==> src/rtl/adc_rd_pkg.sv <==
`timescale 1ns/1ps
package adc_rd_pkg;

   typedef enum logic [1:0] {
      RD_IDLE  = 2'd0,
      RD_SETUP = 2'd1,
      RD_SHIFT = 2'd2,
      RD_GAP   = 2'd3
   } rd_state_e;

   // converter minimum timing, picoseconds
   localparam int unsigned PHASE_MIN_PS  = 65000;
   localparam int unsigned PERIOD_MIN_PS = 208000;
   localparam int unsigned SETUP_MIN_PS  = 100000;
   localparam int unsigned GAP_MIN_PS    = 50000;

endpackage

==> src/rtl/rd_sclk_gen.sv <==
`timescale 1ns/1ps
module rd_sclk_gen #(
   parameter int unsigned HALF_CYC   = 21,
   parameter int unsigned FRAME_BITS = 24
) (
   input  logic clk,
   input  logic rst,
   input  logic launch_i,
   input  logic halt_i,
   output logic sclk_o,
   output logic rise_o,
   output logic fall_last_o
);
   localparam int unsigned HW = $clog2(HALF_CYC + 1);
   localparam int unsigned BW = $clog2(FRAME_BITS + 1);
   localparam logic [HW-1:0] HC_END = HW'(HALF_CYC - 1);
   localparam logic [BW-1:0] LAST_FALL = BW'(FRAME_BITS - 1);

   logic          running_q;
   logic          sclk_q;
   logic [HW-1:0] hc_q;
   logic [BW-1:0] nfall_q;
   logic          phase_end;
   logic          fall_now;

   assign phase_end   = running_q && (hc_q == HC_END);
   assign fall_now    = phase_end && sclk_q;
   assign rise_o      = launch_i || (phase_end && !sclk_q);
   assign fall_last_o = fall_now && (nfall_q == LAST_FALL);
   assign sclk_o      = sclk_q;

   always_ff @(posedge clk) begin
      if (rst || halt_i) begin
         running_q <= 1'b0;
         sclk_q    <= 1'b0;
         hc_q      <= '0;
         nfall_q   <= '0;
      end else if (launch_i) begin
         running_q <= 1'b1;
         sclk_q    <= 1'b1;
         hc_q      <= '0;
         nfall_q   <= '0;
      end else if (running_q) begin
         if (phase_end) begin
            sclk_q <= !sclk_q;
            hc_q   <= '0;
            if (sclk_q) nfall_q <= nfall_q + 1'b1;
         end else begin
            hc_q <= hc_q + 1'b1;
         end
      end
   end
endmodule

==> src/rtl/rd_sequencer.sv <==
`timescale 1ns/1ps
module rd_sequencer import adc_rd_pkg::*; #(
   parameter int unsigned SETUP_CYC = 20,
   parameter int unsigned GAP_CYC   = 10
) (
   input  logic clk,
   input  logic rst,
   input  logic start_i,
   input  logic abort_i,
   input  logic fall_last_i,
   output logic cs_n_o,
   output logic busy_o,
   output logic launch_o,
   output logic halt_o,
   output logic done_o
);
   localparam int unsigned TMAX = (SETUP_CYC > GAP_CYC) ? SETUP_CYC : GAP_CYC;
   localparam int unsigned TW   = $clog2(TMAX + 1);
   localparam logic [TW-1:0] SU_END = TW'(SETUP_CYC - 1);
   localparam logic [TW-1:0] GP_END = TW'(GAP_CYC - 1);

   rd_state_e     st_q;
   logic [TW-1:0] t_q;
   logic          cs_n_q;
   logic          active;

   assign active   = (st_q == RD_SETUP) || (st_q == RD_SHIFT);
   assign launch_o = (st_q == RD_SETUP) && (t_q == SU_END) && !abort_i;
   assign halt_o   = (active && abort_i) || ((st_q == RD_SHIFT) && fall_last_i);
   assign done_o   = (st_q == RD_SHIFT) && fall_last_i && !abort_i;
   assign busy_o   = (st_q != RD_IDLE);
   assign cs_n_o   = cs_n_q;

   always_ff @(posedge clk) begin
      if (rst) begin
         st_q   <= RD_IDLE;
         t_q    <= '0;
         cs_n_q <= 1'b1;
      end else begin
         case (st_q)
            RD_IDLE: begin
               if (start_i && !abort_i) begin
                  st_q   <= RD_SETUP;
                  t_q    <= '0;
                  cs_n_q <= 1'b0;
               end
            end
            RD_SETUP: begin
               if (abort_i) begin
                  st_q   <= RD_GAP;
                  t_q    <= '0;
                  cs_n_q <= 1'b1;
               end else if (t_q == SU_END) begin
                  st_q <= RD_SHIFT;
                  t_q  <= '0;
               end else begin
                  t_q <= t_q + 1'b1;
               end
            end
            RD_SHIFT: begin
               if (abort_i || fall_last_i) begin
                  st_q   <= RD_GAP;
                  t_q    <= '0;
                  cs_n_q <= 1'b1;
               end
            end
            RD_GAP: begin
               if (t_q == GP_END) st_q <= RD_IDLE;
               else               t_q  <= t_q + 1'b1;
            end
            default: st_q <= RD_IDLE;
         endcase
      end
   end
endmodule

==> src/rtl/rd_capture.sv <==
`timescale 1ns/1ps
module rd_capture #(
   parameter int unsigned DATA_BITS  = 14,
   parameter int unsigned SUB_BITS   = 2,
   parameter int unsigned FRAME_BITS = 24,
   parameter bit          KEEP_BYTES = 1'b1
) (
   input  logic                  clk,
   input  logic                  rst,
   input  logic                  rise_i,
   input  logic                  done_i,
   input  logic                  miso_i,
   output logic                  valid_o,
   output logic [DATA_BITS-1:0]  result_o,
   output logic [SUB_BITS-1:0]   sub_o,
   output logic [FRAME_BITS-1:0] frame_o
);
   logic [FRAME_BITS-1:0] shreg_q;

   always_ff @(posedge clk) begin
      if (rst)         shreg_q <= '0;
      else if (rise_i) shreg_q <= {shreg_q[FRAME_BITS-2:0], miso_i};
   end

   always_ff @(posedge clk) begin
      if (rst) begin
         valid_o  <= 1'b0;
         result_o <= '0;
         sub_o    <= '0;
      end else begin
         valid_o <= done_i;
         if (done_i) begin
            result_o <= shreg_q[SUB_BITS +: DATA_BITS];
            sub_o    <= shreg_q[SUB_BITS-1:0];
         end
      end
   end

   generate
      if (KEEP_BYTES) begin : g_keep_frame
         logic [FRAME_BITS-1:0] frame_q;
         always_ff @(posedge clk) begin
            if (rst)         frame_q <= '0;
            else if (done_i) frame_q <= shreg_q;
         end
         assign frame_o = frame_q;
      end else begin : g_drop_frame
         assign frame_o = '0;
      end
   endgenerate
endmodule

==> src/rtl/adc_frame_reader.sv <==
`timescale 1ns/1ps
module adc_frame_reader import adc_rd_pkg::*; #(
   parameter int unsigned CLK_PS     = 5000,
   parameter int unsigned HALF_CYC   = 21,
   parameter int unsigned SETUP_CYC  = 20,
   parameter int unsigned GAP_CYC    = 10,
   parameter int unsigned PRE_BITS   = 8,
   parameter int unsigned DATA_BITS  = 14,
   parameter int unsigned SUB_BITS   = 2,
   parameter bit          KEEP_BYTES = 1'b1
) (
   input  logic                                     clk,
   input  logic                                     rst,
   input  logic                                     start_i,
   input  logic                                     abort_i,
   input  logic                                     miso_i,
   output logic                                     cs_n_o,
   output logic                                     sclk_o,
   output logic                                     busy_o,
   output logic                                     valid_o,
   output logic [DATA_BITS-1:0]                     result_o,
   output logic [SUB_BITS-1:0]                      sub_o,
   output logic [PRE_BITS+DATA_BITS+SUB_BITS-1:0]   frame_o
);
   localparam int unsigned FRAME_BITS = PRE_BITS + DATA_BITS + SUB_BITS;

   generate
      if (HALF_CYC * CLK_PS < PHASE_MIN_PS) begin : g_err_phase
         $error("serial clock phase below converter minimum");
      end
      if (2 * HALF_CYC * CLK_PS < PERIOD_MIN_PS) begin : g_err_period
         $error("serial clock period below converter minimum");
      end
      if (SETUP_CYC * CLK_PS < SETUP_MIN_PS || SETUP_CYC < 1) begin : g_err_setup
         $error("chip select setup below converter minimum");
      end
      if (GAP_CYC * CLK_PS < GAP_MIN_PS || GAP_CYC < 1) begin : g_err_gap
         $error("chip select high time below converter minimum");
      end
      if (SUB_BITS < 1 || DATA_BITS < 1) begin : g_err_fields
         $error("data and sub-bit fields must be non-empty");
      end
      if (KEEP_BYTES && (FRAME_BITS % 8 != 0)) begin : g_err_bytes
         $error("byte capture needs a frame that is a whole number of bytes");
      end
   endgenerate

   logic launch;
   logic halt;
   logic done;
   logic rise;
   logic fall_last;

   rd_sequencer #(
      .SETUP_CYC (SETUP_CYC),
      .GAP_CYC   (GAP_CYC)
   ) u_seq (
      .clk         (clk),
      .rst         (rst),
      .start_i     (start_i),
      .abort_i     (abort_i),
      .fall_last_i (fall_last),
      .cs_n_o      (cs_n_o),
      .busy_o      (busy_o),
      .launch_o    (launch),
      .halt_o      (halt),
      .done_o      (done)
   );

   rd_sclk_gen #(
      .HALF_CYC   (HALF_CYC),
      .FRAME_BITS (FRAME_BITS)
   ) u_sclk (
      .clk         (clk),
      .rst         (rst),
      .launch_i    (launch),
      .halt_i      (halt),
      .sclk_o      (sclk_o),
      .rise_o      (rise),
      .fall_last_o (fall_last)
   );

   rd_capture #(
      .DATA_BITS  (DATA_BITS),
      .SUB_BITS   (SUB_BITS),
      .FRAME_BITS (FRAME_BITS),
      .KEEP_BYTES (KEEP_BYTES)
   ) u_cap (
      .clk      (clk),
      .rst      (rst),
      .rise_i   (rise),
      .done_i   (done),
      .miso_i   (miso_i),
      .valid_o  (valid_o),
      .result_o (result_o),
      .sub_o    (sub_o),
      .frame_o  (frame_o)
   );
endmodule

==> config.mk <==
export PLATFORM = sky130hd
export DESIGN_NAME = adc_frame_reader
export DESIGN_NICKNAME = d
export VERILOG_FILES = /design/src/rtl/adc_rd_pkg.sv /design/src/rtl/rd_sclk_gen.sv /design/src/rtl/rd_sequencer.sv /design/src/rtl/rd_capture.sv /design/src/rtl/adc_frame_reader.sv
export SDC_FILE = /design/constraint.sdc
export NUM_CORES = 1
export LEC_CHECK = 0
export BUFFER_PORTS_ARGS = -buffer_cell sky130_fd_sc_hd__buf_2
export CORE_AREA = 2 2 93 95
export CTS_BUF_LIST = sky130_fd_sc_hd__clkbuf_16
export DETAILED_ROUTE_END_ITERATION = 10
export DIE_AREA = 0 0 95 97
export HOLD_SLACK_MARGIN = 0.12
export SYNTH_ARGS = -nofsm -noshare
export SYNTH_HDL_FRONTEND = slang
export SYNTH_SLANG_ARGS = --single-unit
export TNS_END_PERCENT = 5
==> constraint.sdc <==
create_clock -name clk -period 4.3 [get_ports clk]
set_input_delay 0 -clock clk [delete_from_list [all_inputs] [get_ports clk]]
set_output_delay 0 -clock clk [all_outputs]
set_load 0.01 [all_outputs]
## Word-level counts from Yosys, hierarchy flattened

Index checks and enable logic that the tools add are counted.

| storage, ports and cells | value |
|---|---|
| register bits after elaboration | 85 |
| bits in latches | 0 |
| RAM bits | 0 |
| bits in read-only memories | 0 |
| bits of input ports | 5 |
| output and inout bits | 44 |
| memories kept | 0 |

| cells by class | value |
|---|---|
| add/subtract/negate cells | 3 |
| multiply operators | 0 |
| divide/modulo/power cells | 0 |
| $lt $le $gt $ge | 0 |
| equality and inequality tests | 13 |
| shift operators | 0 |
| muxes and demuxes | 20 |
| bitwise logic cells | 0 |
| reductions and logical operators | 28 |

Operators by type and width:

| cell | count |
|---|---|
| $mux 5 | 6 |
| $pmux 5 s4 | 1 |
| $add 5x1->5 const B | 3 |
| $eq 5x5->1 const B | 3 |
| $logic_and 1x1->1 | 10 |
| $mux 2 | 5 |
| $pmux 2 s4 | 1 |
| $reduce_and 4->1 | 2 |
| $mux 1 | 6 |
| $ne 2x2->1 const B | 3 |
| $reduce_and 3->1 | 2 |
| $reduce_bool 2->1 | 3 |
| $eq 5x4->1 const B | 1 |
| $logic_or 1x1->1 | 5 |
| $eq 2x2->1 const B | 2 |
| $ne 2x1->1 const B | 2 |
| $ne 3x3->1 const B | 1 |
| $pmux 1 s3 | 1 |
| $reduce_bool 3->1 | 1 |
| $eq 2x1->1 const B | 1 |
| $logic_not 1->1 | 2 |
| $logic_not 2->1 | 1 |
| $reduce_and 2->1 | 1 |
| $reduce_or 2->1 | 1 |

## Depth between registers and ports, before layout

| logic depth | value |
|---|---|
| depth after elaboration | 8 |
| mapped depth | 8 |

## By module

From an unflattened synthesis, not the netlist that was laid out.

| unflattened totals | value |
|---|---|
| cells, all modules | 304 |
| area, all modules | 3095.5 µm² |

By module, submodules not included:

| module | times used | cells an instance | area each (µm²) | seq. area each (µm²) |
|---|---|---|---|---|
| rd_capture | 1 | 173 | 1891.8 | 980.9 |
| rd_sclk_gen | 1 | 69 | 615.6 | 240.2 |
| rd_sequencer | 1 | 62 | 588.1 | 160.2 |

## Worst setup path before layout

No wires, ideal clock.

| timing | value |
|---|---|
| kind | register to register |
| start | register u_seq.st_q[0] |
| end | register u_cap.g_keep_frame.frame_q[15] (netlist: u_cap.frame_o[15]) |
| arrival time | 1.781 ns |
| data required time | 4.172 ns |
| setup slack | 2.391 ns |
| stages on the path, launching flop included | 8 |
| period minus slack after synthesis | 1.909 ns |
| cells stage by stage | dfxtp_1 -> inv_1 -> ha_1 -> nand2b_1 -> nor4_4 -> buf_4 -> mux2i_1 -> nor2_1 |

| on the way | value |
|---|---|
| word-level cells in the longest chain between the ends | 3 |

RTL lines:

| element | RTL line | RTL |
|---|---|---|
| from (decl) | rd_sequencer.sv:22 | `rd_state_e st_q;` |
| from (signal assigned) | rd_sequencer.sv:36 | `st_q <= RD_IDLE;` |
| from (signal assigned) | rd_sequencer.sv:43 | `st_q <= RD_SETUP;` |
| from (signal assigned) | rd_sequencer.sv:50 | `st_q <= RD_GAP;` |
| $eq 2x2->1 | rd_sequencer.sv:30 | `assign done_o = (st_q == RD_SHIFT) && fall_last_i && !abort_i;` |
| $logic_and 1x1->1 (2 in series) | rd_sequencer.sv:30 |  |
| to (signal assigned) | rd_capture.sv:44 | `else if (done_i) frame_q <= shreg_q;` |
| to (decl) | rd_capture.sv:41 | `logic [FRAME_BITS-1:0] frame_q;` |

No other way between the ends.
A chain may end at the register's enable or synchronous reset.

## Worst setup path in the final report

| timing | value |
|---|---|
| start | register u_sclk.hc_q[0] |
| end | register u_cap.shreg_q[21] |

| on the way | value |
|---|---|
| word-level cells in the longest chain between the ends | 4 |

RTL lines:

| element | RTL line | RTL |
|---|---|---|
| from (decl) | rd_sclk_gen.sv:21 | `logic [HW-1:0] hc_q;` |
| from (signal assigned) | rd_sclk_gen.sv:49 | `hc_q <= hc_q + 1'b1;` |
| $eq 5x5->1 | rd_sclk_gen.sv:26 | `assign phase_end = running_q && (hc_q == HC_END);` |
| $logic_and 1x1->1 | rd_sclk_gen.sv:26 |  |
| $logic_and 1x1->1 | rd_sclk_gen.sv:28 | `assign rise_o = launch_i \|\| (phase_end && !sclk_q);` |
| $logic_or 1x1->1 | rd_sclk_gen.sv:28 |  |
| to (signal assigned) | rd_capture.sv:22 | `else if (rise_i) shreg_q <= {shreg_q[FRAME_BITS-2:0], miso_i};` |
| to (decl) | rd_capture.sv:18 | `logic [FRAME_BITS-1:0] shreg_q;` |

No other way between the ends.

==> flow_summary.json <==
{
  "slew_headroom_pct": 18.8,
  "post-route-drc-count": 0,
  "worstPathRequired_ps": 4550,
  "dieArea_sq_um": 9220,
  "layout_commonest_cell": "dfxtp_1",
  "holdPathStages": 3,
  "nets": 389,
  "start_kind": "register",
  "grt_usage_pct": 14.6,
  "yosysTopAreaCellShare_pct": 43.0,
  "final_cell_mix": "dfxtp_1 (69), buf_2 (48), nor2_1 (38)",
  "htreeDepth": 3,
  "ys_seq_area_share_pct": 43.0,
  "die_w_um": 95,
  "tritoncts": "yes",
  "post_drt_wl_per_cell_um": 13.4,
  "num_rows": 33,
  "coreArea_sq_um": 8130,
  "first_global_vias": 2255,
  "outcome": "complete, no violations",
  "fin_skew_ps": 4.58,
  "cts_sinks": 69,
  "synthesis.area_sq_um": 3210,
  "synth.area.top_cells": "dfxtp_1 (43%), mux2i_1 (8.4%), buf_4 (4.4%), nor2_1 (4.4%), nand3_1 (4.4%)",
  "yosysWarningCount": 0,
  "grt_first_pass_wirelength_um": 10800,
  "worst_r2r_path_depth": 6,
  "ios": 49,
  "ant_nets": 0,
  "yosysTopAreaCell": "dfxtp_1",
  "hold_viol_final": 0,
  "cts_buffer_depth": 2,
  "fin_setup_tns_ps": 0,
  "rsz0062_at_grt": "false",
  "utilization_pct": 45.5,
  "post_cts_buffers": 0,
  "fillers": 777,
  "num_vias": 2487,
  "ir_worst_vdd_uv": 179,
  "synth-async-reset-ratio_pct": 0,
  "netlist_instances": 348,
  "min_to": "u_cap.result_o[1]",
  "antenna_found_initial": 0,
  "die_y_um": 97,
  "synth_area_per_cell_sq_um": 9.23,
  "viasPerCell": 5.15,
  "reg2reg_from": "u_sclk.hc_q[0]",
  "n_antenna_cell": 0,
  "reg2reg_setup_slack_ps": 2020,
  "cap_violations": 0,
  "wirelength_um": 6460,
  "insertion_delay_ps": 330,
  "cp.arrival_ps": 2530,
  "hp-class": "in -> reg",
  "max_freq_mhz": 439,
  "path_max_fanout": 24,
  "place_congestion": 0.812,
  "synth_edf_count": 0,
  "syn_nets": 363,
  "dp_hpwl_um": 4160,
  "cellPowerDensity_nw_per_um2": 450,
  "firstDrtPassIters": 4,
  "worstHoldStart": "rst",
  "tightest_slew_ps": 1210,
  "r2r_end": "u_cap.shreg_q[21]",
  "io_buffers": 48,
  "setup_viol": 0,
  "ys_types": 52,
  "power_leakage_uw": 0.00143,
  "drtIter0Drc": 106,
  "clockRootBuffer": "clkbuf_16",
  "ys_seq_elements": 69,
  "synthFlopType": "dfxtp_1",
  "area_growth_pct": 15.2,
  "clk_pin_slew_ps": 60,
  "grt_overflow": 0,
  "start_util_pct": 39.5,
  "grt_max_degree": 65,
  "cp-end-kind": "register",
  "min_period_ps": 2280,
  "slew_violations": 0,
  "cts_buffers": 9,
  "period_share_pct": 53.0,
  "worstSetupPathType": "reg -> reg",
  "layout-drive-gt1-share_pct": 21.2
}
-- logic make-up (layout without fill, tap and decap cells) --
family	Yosys count	count (layout)	share of synthesized area (%)
simple gates	106	106	18.4
fa+ha+maj	10	10	3.90
buf+inv	51	81	9.04
flops	69	69	43.0
mux	27	27	8.42
xor+xnor	7	7	1.91
compound gates	78	78	15.3
-- routing by layer --
metal  wire [um]  track usage (%)
met1        3100             20.3
met2        3080             21.4
met3         212             4.21
met4          58             5.57
met5           0                0
-- area by class of cell --
class / count / area (sq um) / share of cell area (%)
clock buffer: 9 / 225 / 6.09
clock inverter: 6 / 88.8 / 2.40
inverter: 14 / 52.6 / 1.42
multi-input combinational: 228 / 1540 / 41.7
sequential: 69 / 1380 / 37.3
tap: 105 / 131 / 3.55
timing repair buffer: 52 / 275 / 7.44
-- repair_timing --
item / 4_1_cts / 5_1_grt
endpoints found under the setup margin: 0 / 0
hold endpoints to repair: 2 / 0
gates resized for setup: 0 / 0
hold buffers: 2 / 0
-- state kept, by name, indices dropped and copies added, names as in the netlist --
name,count
u_sclk.sclk_o,1
u_cap.valid_o,1
u_seq.cs_n_o,1
u_cap.sub_o,1
u_cap.frame_o,10
u_seq.st_q,2
u_sclk.running_q,1
u_seq.t_q,5
u_cap.shreg_q,24
u_sclk.nfall_q,5
u_sclk.hc_q,5
u_cap.result_o,13
-- worst max-delay path by stage --
| stage | end | cells after the start | startpoint |
|---|---|---|---|
| 6_report | u_cap.shreg_q[21] | 6 | u_sclk.hc_q[0] |
| 4_1_cts | u_cap.shreg_q[8] | 6 | u_sclk.hc_q[0] |
| 3_5_place_dp | u_cap.shreg_q[8] | 6 | u_sclk.hc_q[0] |
| 3_3_place_gp | u_cap.shreg_q[18] | 6 | u_sclk.hc_q[0] |
| 5_1_grt | u_cap.shreg_q[15] | 6 | u_sclk.hc_q[0] |
| 2_1_floorplan | u_cap.frame_o[15] | 7 | u_seq.st_q[0] |
-- cells in the mapped netlist (2+ instances only) --
cell	number
a211o_1	2
clkbuf_1	14
mux2i_1	27
o221ai_1	2
nand3_1	28
inv_1	14
or2b_2	3
dfxtp_1	69
nand4_1	3
xor2_1	3
nor3_1	6
nand2_1	5
buf_4	19
clkbuf_8	2
a21o_1	3
nor2b_1	3
o2bb2ai_1	2
a211oi_1	2
nor4_1	2
a2111o_1	2
nand2b_1	5
xnor2_1	4
ha_1	10
o21ai_0	27
a21oi_1	27
nor2_1	38
-- per-stage QoR --
step | hold slack (ps) | power (uW) | instance area, sq um | cells | setup slack [ps]
after CTS | 282 | 1680 | 3700 | 483 | 2000
after detailed placement | 307 | 893 | 3360 | 466 | 2010
after global routing | 318 | 1740 | 3700 | 483 | 1710
after floorplan | 161 | 844 | 3210 | 348 | 2390
after global placement | 291 | 889 | 3360 | 466 | 2120
final | 295 | 1660 | 3700 | 483 | 2020
-- where the power goes --
| part | leakage (uW) | internal, uW | total, uW | switching [uW] |
|---|---|---|---|---|
| Sequential | 0.000556 | 653 | 667 | 14.1 |
| Combinational | 0.000723 | 89.3 | 217 | 128 |
| Clock | 0.000147 | 504 | 780 | 276 |
-- worst max-delay path: stages (launching register included) --
cell	delay, ps
dfxtp_1	330
inv_1	70
ha_1	210
nand4_1	230
nor3_2	970
o21ai_0	210
a21oi_1	180
(Power assumes the default switching activity.)
